==> src/rtl/kmon_pkg.sv <==
package kmon_pkg;
    localparam int KB_W   = 8;
    localparam int LOW_W  = 3;
    localparam int APS_W  = 2 * KB_W - LOW_W;
    localparam int CNT_W  = 4;
    localparam int EVT_N  = 4;

    typedef enum int unsigned {
        EV_APS = 0,
        EV_LOW = 1,
        EV_AIS = 2,
        EV_RDI = 3
    } evt_idx_e;

    localparam logic [LOW_W-1:0] CODE_AIS = 3'b111;
    localparam logic [LOW_W-1:0] CODE_RDI = 3'b110;

    typedef struct packed {
        logic [LOW_W-1:0] low;
        logic [APS_W-1:0] aps;
    } kfields_t;

    function automatic kfields_t split_k(input logic [KB_W-1:0] k1, input logic [KB_W-1:0] k2);
        kfields_t f;
        f.aps = {k1, k2[KB_W-1:LOW_W]};
        f.low = k2[LOW_W-1:0];
        return f;
    endfunction

    function automatic logic is_ais(input logic [LOW_W-1:0] v);
        return v == CODE_AIS;
    endfunction

    function automatic logic is_rdi(input logic [LOW_W-1:0] v);
        return v == CODE_RDI;
    endfunction
endpackage

==> src/rtl/kmon_persist.sv <==
module kmon_persist #(
    parameter int W     = 13,
    parameter int CNT_W = 4
) (
    input  logic             clk,
    input  logic             rst,
    input  logic             vld,
    input  logic [W-1:0]     din,
    input  logic [CNT_W-1:0] n_req,
    output logic [W-1:0]     acc_q,
    output logic [W-1:0]     acc_nxt,
    output logic             upd
);
    localparam logic [CNT_W-1:0] RUN_MAX = {CNT_W{1'b1}};
    localparam logic [CNT_W-1:0] RUN_ONE = CNT_W'(1);

    logic [W-1:0]     cand_q;
    logic [CNT_W-1:0] run_q;
    logic [CNT_W-1:0] run_nxt;
    logic [CNT_W-1:0] n_eff;

    always_comb begin
        n_eff = (n_req == '0) ? RUN_ONE : n_req;
        if (din == cand_q)
            run_nxt = (run_q == RUN_MAX) ? run_q : run_q + RUN_ONE;
        else
            run_nxt = RUN_ONE;
        upd     = vld && (run_nxt >= n_eff) && (din != acc_q);
        acc_nxt = upd ? din : acc_q;
    end

    always_ff @(posedge clk) begin
        if (rst) begin
            cand_q <= '0;
            run_q  <= '0;
            acc_q  <= '0;
        end else if (vld) begin
            cand_q <= din;
            run_q  <= run_nxt;
            acc_q  <= acc_nxt;
        end
    end
endmodule

==> src/rtl/kmon_events.sv <==
module kmon_events #(
    parameter int EVT_N = 4
) (
    input  logic             clk,
    input  logic             rst,
    input  logic [EVT_N-1:0] set_i,
    input  logic             clr_we,
    input  logic [EVT_N-1:0] clr_bits,
    input  logic [EVT_N-1:0] mask,
    output logic [EVT_N-1:0] sticky,
    output logic             irq
);
    logic [EVT_N-1:0] live;

    for (genvar i = 0; i < EVT_N; i++) begin : g_bit
        always_ff @(posedge clk) begin
            if (rst)
                sticky[i] <= 1'b0;
            else if (set_i[i])
                sticky[i] <= 1'b1;
            else if (clr_we && clr_bits[i])
                sticky[i] <= 1'b0;
        end
        assign live[i] = sticky[i] & ~mask[i];
    end

    assign irq = |live;
endmodule

==> src/rtl/aps_kbyte_monitor.sv <==
module aps_kbyte_monitor
    import kmon_pkg::*;
(
    input  logic             clk,
    input  logic             rst,
    input  logic             frame_vld,
    input  logic [KB_W-1:0]  k1_in,
    input  logic [KB_W-1:0]  k2_in,
    input  logic [CNT_W-1:0] persist_n,
    input  logic [EVT_N-1:0] irq_mask,
    input  logic             clr_we,
    input  logic [EVT_N-1:0] clr_bits,
    output logic [APS_W-1:0] aps_val,
    output logic [LOW_W-1:0] k2_low,
    output logic             line_ais,
    output logic             line_rdi,
    output logic [EVT_N-1:0] evt_sticky,
    output logic             irq
);
    kfields_t         in_f;
    logic [APS_W-1:0] aps_nxt;
    logic [LOW_W-1:0] low_nxt;
    logic             aps_upd;
    logic             low_upd;
    logic [EVT_N-1:0] evt_set;

    assign in_f = split_k(k1_in, k2_in);

    kmon_persist #(.W(APS_W), .CNT_W(CNT_W)) u_aps_flt (
        .clk     (clk),
        .rst     (rst),
        .vld     (frame_vld),
        .din     (in_f.aps),
        .n_req   (persist_n),
        .acc_q   (aps_val),
        .acc_nxt (aps_nxt),
        .upd     (aps_upd)
    );

    kmon_persist #(.W(LOW_W), .CNT_W(CNT_W)) u_low_flt (
        .clk     (clk),
        .rst     (rst),
        .vld     (frame_vld),
        .din     (in_f.low),
        .n_req   (persist_n),
        .acc_q   (k2_low),
        .acc_nxt (low_nxt),
        .upd     (low_upd)
    );

    assign line_ais = is_ais(k2_low);
    assign line_rdi = is_rdi(k2_low);

    always_comb begin
        evt_set         = '0;
        evt_set[EV_APS] = aps_upd;
        evt_set[EV_LOW] = low_upd;
        evt_set[EV_AIS] = low_upd && (is_ais(low_nxt) != line_ais);
        evt_set[EV_RDI] = low_upd && (is_rdi(low_nxt) != line_rdi);
    end

    kmon_events #(.EVT_N(EVT_N)) u_evt (
        .clk      (clk),
        .rst      (rst),
        .set_i    (evt_set),
        .clr_we   (clr_we),
        .clr_bits (clr_bits),
        .mask     (irq_mask),
        .sticky   (evt_sticky),
        .irq      (irq)
    );
endmodule

==> config.mk <==
export PLATFORM = sky130hd
export DESIGN_NAME = aps_kbyte_monitor
export DESIGN_NICKNAME = d
export VERILOG_FILES = /design/src/rtl/kmon_pkg.sv /design/src/rtl/kmon_persist.sv /design/src/rtl/kmon_events.sv /design/src/rtl/aps_kbyte_monitor.sv
export SDC_FILE = /design/constraint.sdc
export NUM_CORES = 1
export LEC_CHECK = 0
export BUFFER_PORTS_ARGS = -buffer_cell sky130_fd_sc_hd__buf_2
export CORE_MARGIN = 2
export CORE_UTILIZATION = 49
export DETAILED_ROUTE_END_ITERATION = 8
export PLACE_DENSITY = 0.72
export REMOVE_ABC_BUFFERS = 1
export SLEW_MARGIN = 30
export SYNTH_ARGS = -nofsm -noshare
export SYNTH_HDL_FRONTEND = slang
export SYNTH_SLANG_ARGS = --single-unit
==> constraint.sdc <==
create_clock -name clk -period 2.3 [get_ports clk]
set_clock_uncertainty 0.05 [all_clocks]
set_input_delay 0.115 -clock clk [delete_from_list [all_inputs] [get_ports clk]]
set_output_delay 0.115 -clock clk [all_outputs]
set_load 0.01 [all_outputs]
==> results of run 1 <==
## worst max-delay path: stages, from the launching register on
cell,delay (ns)
dfxtp_2,0.33
xor2_1,0.17
nor4_2,0.32
buf_4,0.17
nand2_2,0.06
nor2_2,0.09
ha_1,0.23
nand2b_4,0.14
a211oi_2,0.22
o21bai_1,0.12
o211a_4,0.18
buf_4,0.13
o21ba_2,0.18
## final cells by class
type,count,share of cell area (%)
clock buffer,6,2.20
sequential,44,27.0
multi-input combinational,215,49.4
tap,70,2.65
clock inverter,1,0.152
inverter,7,0.796
timing repair buffer,91,17.7
## power groups by stage
| stage | clock, W | sequential [W] | combinational [W] |
|---|---|---|---|
| floorplan | 0 | 0.000828 | 0.000123 |
| global placement | 0 | 0.000825 | 0.000251 |
| detailed placement | 0 | 0.000826 | 0.000256 |
| CTS | 0.000474 | 0.000809 | 0.000262 |
| global route | 0.000505 | 0.000815 | 0.000310 |
| finish | 0.000465 | 0.000811 | 0.000281 |
## worst paths after layout
path                               startpoint                            to  slack (ns)  cells after the start
max          u_aps_flt.cand_q[2]$_SDFFE_PP0P_  u_evt.sticky[0]$_SDFFE_PP0P_       -0.19                     12
min                               clr_bits[1]  u_evt.sticky[1]$_SDFFE_PP0P_        0.04                      4
max reg2reg  u_aps_flt.cand_q[2]$_SDFFE_PP0P_  u_evt.sticky[0]$_SDFFE_PP0P_       -0.19                     12
min reg2reg      u_evt.sticky[1]$_SDFFE_PP0P_  u_evt.sticky[1]$_SDFFE_PP0P_        0.43                      2
## repair_timing
action	4_1_cts	5_1_grt
setup endpoints to repair	14	20
pin swaps	2	19
cloned	0	1
resized for setup	12	25
buffers inserted	2	3
## stage by stage
stage	utilization [%]	hold slack (ns)	area [um^2]	cells	setup WS, ns
2_1_floorplan	-	0.134	2430	266	-0.322
3_3_place_gp	60.5	0.347	3030	421	-0.165
3_5_place_dp	60.5	0.353	3030	421	-0.244
4_1_cts	63.0	0.0391	3160	430	-0.130
5_1_grt	65.9	0.0602	3300	434	-0.318
6_report	65.9	0.0366	3300	434	-0.193
## cell usage after synthesis, drive strengths merged, types with 2 or more instances
cell    instances
nor3            3
o211ai          2
ha             10
nand4           3
nand3          11
o21ai           6
dfxtp          44
nand2b         28
a211oi          6
nand3b          2
inv             7
o21bai          2
o211a           2
and3            3
buf             5
clkbuf         10
a31oi           2
mux2i          34
xor2           15
xnor2          19
nor2           35
nand2          10
nor4            3
a21oi           7
## layer usage
layer | global-route usage (%) | vias to the layer above | share of wire, %
met5 | 0 | - | 0
met4 | 4.48 | 0 | 1.4
met3 | 4.50 | 8 | 3.7
met2 | 36.5 | 46 | 50
met1 | 23.9 | 1031 | 45
li1 | - | 1126 | -
## state kept, by name, summed over array words and instances (netlist names)
name	cells
u_low_flt.cand_q	3
u_evt.sticky	4
u_aps_flt.acc_q	13
u_aps_flt.run_q	4
u_aps_flt.cand_q	13
u_low_flt.run_q	4
u_low_flt.acc_q	3
## kinds of logic (layout without fill, tap and decap cells)
kind of cell	Yosys count	in the layout	share of synthesized area [%]
buffers and inverters	22	105	4.34
xor gates and xnor gates	34	34	11.9
adders and majority gates	10	10	4.99
muxes	34	34	13.6
DFF	44	44	35.1
and+or+nand+nor	101	101	20.3
AOI/OAI and AO/OA	36	36	9.78
==> results.md, run 1 <==
- Pint: 0.00114 W
- Initial antenna violation count: 0
- Final Wtd Congestion: 0.798
- Status: finished with violations
- Peak VDD IR: 0.000373 V
- Share of the synthesized area in the top cell type: 35.1%
- CTS clock-pin slew for the worst setup and hold paths: 0.08 ns
- Switching share of power: 26.7%
- Die Ht: 75.6 um
- First-pass GRT wire length: 8790 um
- Setup TNS: -2.06 ns
- Total Power: 0.00156 W
- GRT Residual Overflow: 0
- Logic pwr share: 18.1%
- Starting Density: 50.1%
- Layout cells sized above 1: 35.4%
- Residual DRC: 0
- Vias in the first global route: 2045
- Switching power: 0.000416 W
- Max_slew headroom: 61.5%
- Core area: 5010 um^2
- Root Buffer: clkbuf_8
- Tmin final: 2.49 ns
- TritonRoute pass-1 iters: 4
- I/O pins: 55
- Type of the worst min-delay path: input port to flop
- Max-slew violations: 0
- HPWL after DPL: 4150 um
- Syn Std Cell Area: 2510 um^2
- Vias: 2211
- ANT nets after route: 0
- Sequential share of the synthesized area: 35.1%
- Crit path kind: flop to flop
- Clock share of power: 29.8%
- TritonCTS clock tree: yes
- Failing checks: setup timing
- Area of the multi-input gates: 1630 um^2
- Distinct cell type count after synthesis: 39
- Max Freq: 0.401 GHz
- Critical Path RT: 2.44 ns
- Ys async rst share: 0%
- Drt total wl: 5740 um
- FF/Latch Area: 892 um^2
- RSZ-0062 raised after global routing: yes
- Slew @ Worst Pin: 0.578 ns
- I/O Buffers: 54
- Via/cell ratio: 5.09
- Clk_lat worst skew: 0.30 ns
- Yosys warning total: 0
- Worst setup SP type: flop
- Most common cell after layout, fill and taps aside: buf_2
- Hold Vio Cnt, Final: 0
- Synth top area cells: dfxtp_1 (35%), mux2i_1 (14%), nand2b_1 (7.0%)
- Post-synthesis cell count: 281
- Longest Clk Path Bufs: 2
- Seq pwr share: 52.1%
- P_leak: 1.51 nW
- Max-Cap Viols: 0
- Fill count: 464
- Die area: 5710 um^2
- Number of synthesized flops with an enable pin: 0
- Synth-to-Final Area Change: 31.6%
- Syn avg cell area: 8.93 um^2
- Synth area leader: dfxtp_1
- Worst setup margin: -0.193 ns
- P per Cell Area: 472 nW/um^2
- Final Cycle Share: 108%
- Number of CTS-inserted buffers: 5
- N_diodes: 0
- H-tree Lvls: 2
- Setup crit end kind: flop
- FF+latch count, synth: 44
- CTS Hold Bufs: 0
- Sink Count: 44
- Nets: 406
- Final setup fails: 14
- Max FO, Critical Path: 4
- Overall die width: 75.6 um
- Most frequent cells in the layout: buf_2 (54), dfxtp_1 (35), mux2i_1 (34)
- Crit path DAT: 2.64 ns
- Initial DRC count: 70
- Pin count of the biggest net entering global routing: 27
- Row cnt: 26
- GRT Overall Usage: 20.0%
- Ys flop type: dfxtp_1
- Wire per inst: 13.2 um
Power figures use the tool's default switching activity.
==> inputs of run 2 (changes only) <==
--- a/config.mk
+++ b/config.mk
@@ -6,5 +6,5 @@
 export NUM_CORES = 1
 export LEC_CHECK = 0
-export BUFFER_PORTS_ARGS = -buffer_cell sky130_fd_sc_hd__buf_2
+export BUFFER_PORTS_ARGS = -buffer_cell sky130_fd_sc_hd__clkbuf_2
 export CORE_MARGIN = 2
 export CORE_UTILIZATION = 49
--- a/constraint.sdc
+++ b/constraint.sdc
@@ -3,3 +3,3 @@
 set_input_delay 0.115 -clock clk [delete_from_list [all_inputs] [get_ports clk]]
 set_output_delay 0.115 -clock clk [all_outputs]
-set_load 0.01 [all_outputs]
+set_load 0.05 [all_outputs]
==> run 2 against run 1 <==
  * The flow still finishes with violations (setup timing)
  * Non-clock buffer count is 5 higher
  * Wire length is 0.12% higher
  * Clock-buffer cell count is 1 higher
  * Highest routed layer unchanged
  * Via count is 0.45% higher
  * Setup slack better by 0.040 ns
  * Largest cell class unchanged
==> results.md, run 2 (synthesized netlist as in run 1, its figures left out) <==
- Status: finished with violations (unchanged)
- Failing checks: setup timing (unchanged)
- Most frequent cells in the layout: clkbuf_2 (54), dfxtp_1 (39), nor2_1 (34), mux2i_1 (34), buf_4 (32) (was buf_2 (54), dfxtp_1 (35), mux2i_1 (34))
- Max_slew headroom: 56.4% (was 61.5%)
- GRT Residual Overflow: 0 (unchanged)
- Initial antenna violation count: 0 (unchanged)
- Slew @ Worst Pin: 0.655 ns (was 0.578 ns)
- Nets: 411 (was 406)
- Seq pwr share: 45.9% (was 52.1%)
- Residual DRC: 0 (unchanged)
- Row cnt: 26 (unchanged)
- Max-slew violations: 0 (unchanged)
- N_diodes: 0 (unchanged)
- Die Ht: 75.6 um (unchanged)
- Area post-placement: 3040 um^2 (was 3030 um^2)
- Core area: 5010 um^2 (unchanged)
- TritonCTS clock tree: yes (unchanged)
- Pre-CTS WS: -0.228 ns (was -0.244 ns)
- Tmin final: 2.45 ns (was 2.49 ns)
- Max FO, Critical Path: 5 (was 4)
- Regs by FF count: u_aps_flt.acc_q (13), u_aps_flt.cand_q (13) (unchanged)
- Setup crit end kind: flop (unchanged)
- Switching share of power: 25.6% (was 26.7%)
- Via/cell ratio: 5.05 (was 5.09)
- Worst hold slack: 0.0372 ns (was 0.0366 ns)
- Crit path kind: flop to flop (unchanged)
- Overall die width: 75.6 um (unchanged)
- Worst setup SP type: flop (unchanged)
- First-pass GRT wire length: 9150 um (was 8790 um)
- Die area: 5710 um^2 (unchanged)
- I/O Buffers: 54 (unchanged)
- Fill count: 437 (was 464)
- Initial DRC count: 78 (was 70)
- Final Cycle Share: 107% (was 108%)
- ANT nets after route: 0 (unchanged)
- CTS clock-pin slew for the worst setup and hold paths: 0.08 ns (about the same)
- Starting Density: 50.1% (unchanged)
- P_leak: 1.54 nW (was 1.51 nW)
- Logic pwr share: 16.8% (was 18.1%)
- Type of the worst min-delay path: input port to flop (unchanged)
- Final instance area: 3350 um^2 (was 3300 um^2)
- Synth-to-Final Area Change: 33.5% (was 31.6%)
- H-tree Lvls: 2 (unchanged)
- Layout cells sized above 1: 33.0% (was 35.4%)
- Sink Count: 44 (unchanged)
- Clk_lat worst skew: 0.30 ns (about the same)
- Final Wtd Congestion: 0.805 (was 0.798)
- Vias in the first global route: 2048 (was 2045)
- Critical Path RT: 2.45 ns (was 2.44 ns)
- P per Cell Area: 526 nW/um^2 (was 472 nW/um^2)
- Number of CTS-inserted buffers: 5 (unchanged)
- Final setup fails: 14 (unchanged)
- Peak VDD IR: 0.000389 V (was 0.000373 V)
- Pin count of the biggest net entering global routing: 25 (was 27)
- Placed cells: 422 (was 421)
- Vias: 2221 (was 2211)
- Pint: 0.00131 W (was 0.00114 W)
- Finished Layout Cells: 440 (was 434)
- GRT Overall Usage: 21.4% (was 20.0%)
- Drt total wl: 5740 um (about the same)
- RSZ-0062 raised after global routing: yes (unchanged)
- Hold Vio Cnt, Final: 0 (unchanged)
- Max-Cap Viols: 0 (unchanged)
- Switching power: 0.000451 W (was 0.000416 W)
- CTS Hold Bufs: 0 (unchanged)
- Worst setup margin: -0.153 ns (was -0.193 ns)
- Longest Clk Path Bufs: 2 (unchanged)
- TritonRoute pass-1 iters: 4 (unchanged)
- Root Buffer: clkbuf_8 (unchanged)
- Max Freq: 0.408 GHz (was 0.401 GHz)
- Crit path DAT: 2.60 ns (was 2.64 ns)
- HPWL after DPL: 4120 um (was 4150 um)
- Wire per inst: 13.1 um (was 13.2 um)
- Clock share of power: 37.3% (was 29.8%)
- I/O pins: 55 (unchanged)
- Most common cell after layout, fill and taps aside: clkbuf_2 (was buf_2)
==> run 2: changes by cell type in the layout (fill, tap and decap cells not counted), moves of 4 or more <==
cell	previous run	this run
nand3_1	6	10
dfxtp_1	35	39
nand3_2	5	1
clkbuf_2	0	54
dfxtp_2	9	5
buf_2	54	0
buf_6	2	8
==> run 2: layout make-up <==
type                    count  area, um^2  area share (%)
inverters                   7        26.3           0.784
multi-input cells         215        1570            47.0
flip-flops and latches     44         887            26.5
clock buffers               7        96.3            2.88
repair buffers             96         648            19.4
well taps                  70        87.6            2.61
clock inverters             1        30.0           0.897
==> run 2: power groups by stage <==
stage	sequential (W)	clock (W)	combinational [W]
final	0.000809	0.000657	0.000297
after global routing	0.000813	0.000703	0.000325
after CTS	0.000809	0.000674	0.000292
after detailed placement	0.000826	0	0.000281
after global placement	0.000825	0	0.000276
after floorplan	0.000851	0	0.000125
==> run 2: repair_timing <==
| action | 4_1_cts | 5_1_grt |
|---|---|---|
| buffers inserted | 10 | 1 |
| endpoints found under the hold margin | 0 | 0 |
| resized for setup | 20 | 7 |
| pin swaps | 6 | 6 |
| setup endpoints to repair | 14 | 21 |
| gates cloned | 1 | 0 |
==> run 2: worst paths after layout <==
check                                    startpoint                               end  slack [ns]  cells after the start
setup / recovery  u_aps_flt.cand_q[12]$_SDFFE_PP0P_  u_aps_flt.acc_q[10]$_SDFFE_PP0P_       -0.15                     14
hold / removal                          clr_bits[1]      u_evt.sticky[1]$_SDFFE_PP0P_        0.04                      4
setup reg to reg  u_aps_flt.cand_q[12]$_SDFFE_PP0P_  u_aps_flt.acc_q[10]$_SDFFE_PP0P_       -0.15                     14
hold reg to reg        u_evt.sticky[1]$_SDFFE_PP0P_      u_evt.sticky[1]$_SDFFE_PP0P_        0.43                      2
==> run 2: layer usage <==
| layer | share of wire, % | GRT usage (%) | routed length [um] |
|---|---|---|---|
| met1 | 46 | 26.4 | 2650 |
| met2 | 49 | 36.5 | 2800 |
| met4 | 1.4 | 7.41 | 80 |
| met3 | 3.7 | 5.03 | 214 |
| met5 | 0 | 0 | 0 |
==> run 2: critical path, cell delays in order (launching register included) <==
cell and delay (ns):
dfxtp_2 0.33, xnor2_1 0.16, nand4_1 0.15, nor4_2 0.15, buf_4 0.15, buf_6 0.09
o211ai_1 0.11, nor2_1 0.14, ha_2 0.29, o21ai_2 0.12, o21bai_1 0.08, o211a_1 0.13
buf_4 0.15, buf_16 0.13, mux2i_1 0.11
==> run 2: through the flow <==
step / power (W) / TNS [ns] / utilization (%)
detailed placement: 0.00111 / -2.81 / 60.6
finish: 0.00176 / -1.80 / 66.9
floorplan: 0.000976 / -3.53 / -
CTS: 0.00178 / -1.47 / 66.5
global placement: 0.00110 / -2.28 / 60.6
global route: 0.00184 / -3.79 / 66.9
